**src/rtl/pwm2_pkg.sv**
```systemverilog
`timescale 1ns/1ps
package pwm2_pkg;
  localparam int NPH = 2;

  typedef enum logic [1:0] {
    OUT_NORMAL  = 2'b00,
    OUT_LOW     = 2'b01,
    OUT_HIZ     = 2'b10,
    OUT_HIZ_ALT = 2'b11
  } out_mode_e;

  // true when the channel's driver stays enabled
  function automatic logic mode_drives(input logic [1:0] m);
    return (m == OUT_NORMAL) || (m == OUT_LOW);
  endfunction
endpackage

```
**src/rtl/pwm2_timebase.sv**
```systemverilog
`timescale 1ns/1ps
module pwm2_timebase #(
  parameter int PERIOD = 60,
  localparam int CW    = $clog2(PERIOD),
  localparam int HALF  = PERIOD / 2
) (
  input  logic                              clk,
  input  logic                              rst_n,
  output logic [pwm2_pkg::NPH-1:0][CW-1:0] saw_o
);
  logic [CW-1:0] cnt;

  always_ff @(posedge clk or negedge rst_n) begin
    if (!rst_n)                        cnt <= '0;
    else if (cnt == CW'(PERIOD - 1))   cnt <= '0;
    else                               cnt <= cnt + 1'b1;
  end

  // channel 0 sees the raw count, channel 1 the count moved by half a period
  for (genvar k = 0; k < pwm2_pkg::NPH; k++) begin : g_saw
    if (k == 0) begin : g_lead
      assign saw_o[k] = cnt;
    end else begin : g_lag
      assign saw_o[k] = (cnt >= CW'(HALF)) ? cnt - CW'(HALF) : cnt + CW'(HALF);
    end
  end

  p_wrap_r1: assert property (@(posedge clk) disable iff (!rst_n)
    (cnt == CW'(PERIOD - 1)) |=> (cnt == '0));
  p_offset_r1: assert property (@(posedge clk) disable iff (!rst_n)
    (saw_o[0] == '0) |-> (saw_o[1] == CW'(HALF)));
endmodule

```
**src/rtl/pwm2_balance.sv**
```systemverilog
`timescale 1ns/1ps
module pwm2_balance #(
  parameter int CUR_W      = 8,
  parameter int TRIP       = 75,
  parameter int CORR_SHIFT = 0
) (
  input  logic                                         clk,
  input  logic                                         rst_n,
  input  logic [pwm2_pkg::NPH-1:0][CUR_W-1:0]          isense_i,
  input  logic [pwm2_pkg::NPH-1:0]                     strobe_i,
  output logic signed [CUR_W:0]                        corr0_o,
  output logic signed [CUR_W:0]                        corr1_o,
  output logic [CUR_W-1:0]                             droop_o,
  output logic                                         ocp_o
);
  logic [pwm2_pkg::NPH-1:0][CUR_W-1:0] held_q;
  logic [CUR_W:0]                      pair_sum;
  logic [CUR_W-1:0]                    avg;
  logic signed [CUR_W:0]               diff0, diff1;
  logic                                ocp_q;
  logic                                over_trip;

  for (genvar k = 0; k < pwm2_pkg::NPH; k++) begin : g_hold
    always_ff @(posedge clk or negedge rst_n) begin
      if (!rst_n)          held_q[k] <= '0;
      else if (strobe_i[k]) held_q[k] <= isense_i[k];
    end

    p_hold_r5: assert property (@(posedge clk) disable iff (!rst_n)
      !strobe_i[k] |=> $stable(held_q[k]));
  end

  assign pair_sum  = {1'b0, held_q[0]} + {1'b0, held_q[1]};
  assign avg       = pair_sum[CUR_W:1];
  assign over_trip = ({1'b0, avg} > (CUR_W+1)'(TRIP));

  assign diff0   = $signed({1'b0, avg}) - $signed({1'b0, held_q[0]});
  assign diff1   = $signed({1'b0, avg}) - $signed({1'b0, held_q[1]});
  assign corr0_o = diff0 >>> CORR_SHIFT;
  assign corr1_o = diff1 >>> CORR_SHIFT;

  always_ff @(posedge clk or negedge rst_n) begin
    if (!rst_n) ocp_q <= 1'b0;
    else        ocp_q <= over_trip;
  end

  assign droop_o = avg;
  assign ocp_o   = ocp_q;

  p_ocp_set_r8: assert property (@(posedge clk) disable iff (!rst_n)
    over_trip |=> ocp_o);
  p_ocp_clr_r8: assert property (@(posedge clk) disable iff (!rst_n)
    !over_trip |=> !ocp_o);
  p_corr_sign_r7: assert property (@(posedge clk) disable iff (!rst_n)
    (held_q[0] > held_q[1]) |-> (corr0_o <= 0) && (corr1_o >= 0));
endmodule

```
**src/rtl/pwm2_phase.sv**
```systemverilog
`timescale 1ns/1ps
module pwm2_phase #(
  parameter int PERIOD = 60,
  parameter int ERR_W  = 8,
  parameter int CUR_W  = 8,
  localparam int CW    = $clog2(PERIOD),
  localparam int THIRD = PERIOD / 3,
  localparam int MW    = (ERR_W > CUR_W) ? ((ERR_W > CW) ? ERR_W : CW)
                                         : ((CUR_W > CW) ? CUR_W : CW),
  localparam int SW    = MW + 2
) (
  input  logic                  clk,
  input  logic                  rst_n,
  input  logic [CW-1:0]         saw_i,
  input  logic [ERR_W-1:0]      err_i,
  input  logic signed [CUR_W:0] corr_i,
  input  logic [1:0]            mode_i,
  output logic                  strobe_o,
  output logic                  pwm_o,
  output logic                  oe_o
);
  import pwm2_pkg::*;

  localparam logic signed [SW-1:0] LIM = SW'(PERIOD - 1);

  logic signed [SW-1:0] err_s, corr_s, sum;
  logic [CW-1:0]        duty_new, duty_q, duty_eff;
  logic [CW:0]          thresh;
  logic                 lvl_q, oe_q;

  assign err_s  = $signed(SW'(err_i));
  assign corr_s = SW'(corr_i);
  assign sum    = err_s + corr_s;

  always_comb begin
    if (sum[SW-1])     duty_new = '0;
    else if (sum > LIM) duty_new = CW'(PERIOD - 1);
    else               duty_new = sum[CW-1:0];
  end

  // the new duty is used from the period's first tick and held to its end
  assign duty_eff = (saw_i == '0) ? duty_new : duty_q;

  assign thresh   = {1'b0, duty_q} + (CW+1)'(THIRD);
  assign strobe_o = (thresh < (CW+1)'(PERIOD)) ? (saw_i == thresh[CW-1:0])
                                               : (saw_i == CW'(PERIOD - 1));

  always_ff @(posedge clk or negedge rst_n) begin
    if (!rst_n) begin
      duty_q <= '0;
      lvl_q  <= 1'b0;
      oe_q   <= 1'b0;
    end else begin
      if (saw_i == '0) duty_q <= duty_new;
      lvl_q <= (mode_i == OUT_NORMAL) && (duty_eff > saw_i);
      oe_q  <= mode_drives(mode_i);
    end
  end

  assign pwm_o = lvl_q;
  assign oe_o  = oe_q;

  p_hold_duty_r4: assert property (@(posedge clk) disable iff (!rst_n)
    (saw_i != '0) |=> $stable(duty_q));
  p_duty_range_r3: assert property (@(posedge clk) disable iff (!rst_n)
    duty_q <= CW'(PERIOD - 1));
  p_end_low_r3: assert property (@(posedge clk) disable iff (!rst_n)
    (saw_i == CW'(PERIOD - 1)) |=> !pwm_o);
  p_hiz_r9: assert property (@(posedge clk) disable iff (!rst_n)
    !mode_drives(mode_i) |=> (!oe_o && !pwm_o));
  p_low_r9: assert property (@(posedge clk) disable iff (!rst_n)
    (mode_i == OUT_LOW) |=> (oe_o && !pwm_o));
endmodule

```
**src/rtl/pwm2_ctrl.sv**
```systemverilog
`timescale 1ns/1ps
module pwm2_ctrl #(
  parameter int PERIOD     = 60,
  parameter int ERR_W      = 8,
  parameter int CUR_W      = 8,
  parameter int TRIP       = 75,
  parameter int CORR_SHIFT = 0
) (
  input  logic                   clk,
  input  logic                   rst_n,
  input  logic [ERR_W-1:0]       err_i,
  input  logic [1:0][CUR_W-1:0]  isense_i,
  input  logic [1:0][1:0]        mode_i,
  output logic [1:0]             pwm_o,
  output logic [1:0]             pwm_oe_o,
  output logic [CUR_W-1:0]       droop_o,
  output logic                   ocp_o
);
  localparam int CW = $clog2(PERIOD);
  localparam int NP = pwm2_pkg::NPH;

  logic [NP-1:0][CW-1:0]    saw;
  logic [NP-1:0]            strobe;
  logic signed [CUR_W:0]    corr [NP];

  pwm2_timebase #(.PERIOD(PERIOD)) u_tb (
    .clk   (clk),
    .rst_n (rst_n),
    .saw_o (saw)
  );

  pwm2_balance #(.CUR_W(CUR_W), .TRIP(TRIP), .CORR_SHIFT(CORR_SHIFT)) u_bal (
    .clk      (clk),
    .rst_n    (rst_n),
    .isense_i (isense_i),
    .strobe_i (strobe),
    .corr0_o  (corr[0]),
    .corr1_o  (corr[1]),
    .droop_o  (droop_o),
    .ocp_o    (ocp_o)
  );

  for (genvar k = 0; k < NP; k++) begin : g_ph
    pwm2_phase #(.PERIOD(PERIOD), .ERR_W(ERR_W), .CUR_W(CUR_W)) u_ph (
      .clk      (clk),
      .rst_n    (rst_n),
      .saw_i    (saw[k]),
      .err_i    (err_i),
      .corr_i   (corr[k]),
      .mode_i   (mode_i[k]),
      .strobe_o (strobe[k]),
      .pwm_o    (pwm_o[k]),
      .oe_o     (pwm_oe_o[k])
    );
  end
endmodule

```
**config.mk**
```make
export PLATFORM = sky130hd
export DESIGN_NAME = pwm2_ctrl
export DESIGN_NICKNAME = d
export VERILOG_FILES = /design/src/rtl/pwm2_pkg.sv /design/src/rtl/pwm2_timebase.sv /design/src/rtl/pwm2_balance.sv /design/src/rtl/pwm2_phase.sv /design/src/rtl/pwm2_ctrl.sv
export SDC_FILE = /design/constraint.sdc
export NUM_CORES = 1
export LEC_CHECK = 0
export ABC_CLOCK_PERIOD_IN_PS = 5200
export BUFFER_PORTS_ARGS = -buffer_cell sky130_fd_sc_hd__buf_2
export CAP_MARGIN = 30
export CELL_PAD_IN_SITES_DETAIL_PLACEMENT = 1
export CELL_PAD_IN_SITES_GLOBAL_PLACEMENT = 2
export CORE_ASPECT_RATIO = 0.75
export CORE_UTILIZATION = 34
export DETAILED_ROUTE_END_ITERATION = 16
export GPL_ROUTABILITY_DRIVEN = 0
export GPL_TIMING_DRIVEN = 0
export PLACE_DENSITY = 0.85
export SLEW_MARGIN = 40
export SYNTH_ARGS = -nofsm -noshare
export SYNTH_HDL_FRONTEND = slang
export SYNTH_SLANG_ARGS = --single-unit
```
**constraint.sdc**
```tcl
create_clock -name clk -period 5.2 [get_ports clk]
set_input_delay 1.04 -clock clk [delete_from_list [all_inputs] [get_ports clk]]
set_output_delay 1.04 -clock clk [all_outputs]
set_load 0.05 [all_outputs]
```
==> results_dict.tcl <==
set metrics [dict create \
    cp.required_ps 5380 \
    yosysUniqueCellTypes 67 \
    drt_first_pass_iters 4 \
    synth-xor-area-share 0.0829 \
    critical_path_arrival_ps 5730 \
    synth_common_cells "59 x ha_1, 42 x inv_1, 41 x o21ai_0" \
    reg2reg_slack_ps -350 \
    synth.area.top_cells "dfrtp_1 23%, ha_1 17%, xnor2_1 5.2%, o21ai_0 4.9%, a21oi_1 4.1%" \
    cts.sinks 39 \
    dpl.hpwl_um 9960 \
    finalCritPeriodShare 1.07 \
    syn_inst 473 \
    nets 648 \
    syn2layout_area_growth_pct 28.8 \
    finalCriticalPeriod_ps 5550 \
    fin_skew_ps 5.73 \
    cts_buffers 5 \
    die_x_um 131 \
    cp_max_fo 5 \
    synth_area_um2 4230 \
    antenna_left 0 \
    io-pin-count 43 \
    hold_ws_ps 550 \
    synth_top_family_by_area "compound AO/OA/AOI/OAI gates" \
    grt_max_degree 40 \
    synth.top_cell.area_share 0.231 \
    fin_ws_ps -348 \
    grt_use_total 0.207 \
    end_kind "flop" \
    cts.clk_slew.worst_paths_ps 60 \
    violations "setup timing" \
    maxCapViolations 0 \
    setup.worst_path.class "flop to flop" \
    slew_violations 0 \
    critPathLaunchType "flop" \
    async_flop_share 1.00 \
    max_clock_freq_ghz 0.180 \
    tightestPinTransition_ps 740 \
    min_path_type "flop to flop" \
    drive_above_1_share 0.296 \
    gr-total-overflow 0 \
    rsz0062_at_grt "true" \
    drt-wirelength-per-cell_um 18.0 \
    clkLatencyLatePin_ps 280 \
    min_to "u_bal.held_q[13]" \
    cts_root_buf "clkbuf_16" \
    io_buffers 42 \
    hold_buffers 0 \
    hold_depth 1 \
    core_area_um2 11900 \
    synth_compound_area_frac 0.245 \
    place_ws_ps -1000 \
    vias 3868 \
    drc_errors 0 \
    antenna_found_initial 0 \
    synth_area_leader_cell "dfrtp_1" \
    synth_enable_flop_cells 0 \
    timing.rr.end "g_ph[0].u_ph.pwm_o" \
    vias_per_cell 5.40 \
    setup_violations 2 \
    seq_area_frac_synth 0.231 \
    avgSynthCellArea_um2 8.93 \
    reg2reg_from "u_bal.held_q[0]" \
    synth_nets 567 \
    grt_pass1_vias 4098 \
    slew_headroom 0.503 \
    post-synth-top-count-cell "ha_1" \
    drtIter0Drc 177 \
    muxShareOfSynthArea 0.0409 \
    n_antenna_cell 0 \
    min_from "u_bal.held_q[13]" \
    h-tree-depth 2 \
    wirelength_um 12900 \
    fp.dieH_um 98.5 \
    cts_tree "done" \
    synth_top_flop_cell "dfrtp_1" \
    finalHoldViolations 0 \
    ys_warn_count 0 \
    grt_first_pass_wirelength_um 20800 \
    rr_worst_depth 26 \
    cts_buffer_depth 2 \
    die_area_um2 12900 \
    synthAdderAreaFrac 0.198 \
    rows 34 \
    start_util 0.356 \
    yosys.area_share.simple 0.144 \
    ys_ff_latch 39 \
    status "complete, but fails checks" \
]
## timing repair
item / 4_1_cts / 5_1_grt
setup endpoints to repair: 2 / 2
pin swaps: 27 / 18
buffers inserted: 22 / 10
gates resized for setup: 35 / 9
## cells in the final DEF, fill, tap and decap left out, drive strengths merged, types with 12 or more instances in the layout
cell and count:
o21ai 42, a21oi 35, ha 59, nand2 26
a21o 15, o21a 12, xor2 15, xnor2 25
nor2 24, buf 83, dfrtp 39, inv 44
## stage by stage
stage / TNS (ps) / instances / instance area [um2] / utilization
after floorplan: -900 / 473 / 4390 / -
after global placement: -1240 / 677 / 4800 / 0.405
after detailed placement: -1780 / 677 / 4810 / 0.405
after CTS: -532 / 706 / 5330 / 0.449
after global routing: -1190 / 716 / 5440 / 0.458
final: -633 / 716 / 5440 / 0.458
## worst max-delay path by stage
stage	start	endpoint	slack, ps	depth (start not counted)
after global routing	u_bal.held_q[1]	g_ph[0].u_ph.pwm_o	-600	27
after global placement	u_bal.held_q[9]	g_ph[1].u_ph.pwm_o	-680	27
final	u_bal.held_q[0]	g_ph[0].u_ph.pwm_o	-350	26
after floorplan	u_bal.held_q[0]	g_ph[0].u_ph.pwm_o	-450	26
after detailed placement	u_bal.held_q[9]	g_ph[1].u_ph.pwm_o	-1000	27
after CTS	u_bal.held_q[9]	g_ph[0].u_ph.pwm_o	-290	27
## kinds of logic after synthesis
group | after synthesis
buffers and inverters | 56
AND/OR/NAND/NOR | 109
adder cells (fa/ha/maj) | 64
XOR/XNOR | 40
multiplexers | 16
flip-flops | 39
AO/OA/AOI/OAI | 149
## critical path, cell delays in order (launching register included)
cell and delay, ps:
dfrtp_1 390, and2_4 170, fa_2 360, buf_4 160, xor2_4 220, ha_1 280, a21o_1 180, a21o_1 220
a21o_1 200, a21oi_2 180, xnor2_1 90, ha_1 210, or3_4 360, a211oi_4 190, nor2_1 90, o31a_1 290
mux2_4 280, nor3_4 280, buf_6 160, a32o_2 200, ha_1 250, o21a_1 110, o21a_1 160, o21ai_1 140
nand2b_1 90, a21oi_2 130, nor4_1 50
## registers in the layout (all words and copies together), names as in the netlist
signal / flops
u_bal.held_q: 16
g_ph.u_ph.oe_o: 2
u_bal.ocp_o: 1
u_tb.cnt: 6
g_ph.u_ph.duty_q: 12
g_ph.u_ph.pwm_o: 2
## metal layers
metal | up-vias | part of all wire | GRT usage
li1 | 1873 | - | -
met5 | - | 0 | 0
met2 | 61 | 0.46 | 0.324
met1 | 1919 | 0.51 | 0.303
met4 | 0 | 0.011 | 0.0433
met3 | 15 | 0.021 | 0.0261
## area by class of cell
| type | instances | area (um2) |
|---|---|---|
| Sequential cell | 39 | 976 |
| Inverter | 44 | 165 |
| Tap cell | 162 | 203 |
| Buffer | 12 | 76.3 |
| Fill cell | 1378 | 6430 |
| Clock inverter | 1 | 5.00 |
| Timing Repair Buffer | 74 | 464 |
| Clock buffer | 6 | 139 |
| Multi-Input combinational cell | 378 | 3410 |
Power is not shown: default switching activity piles up to over one toggle a cycle in this logic, so the estimate is an artifact.
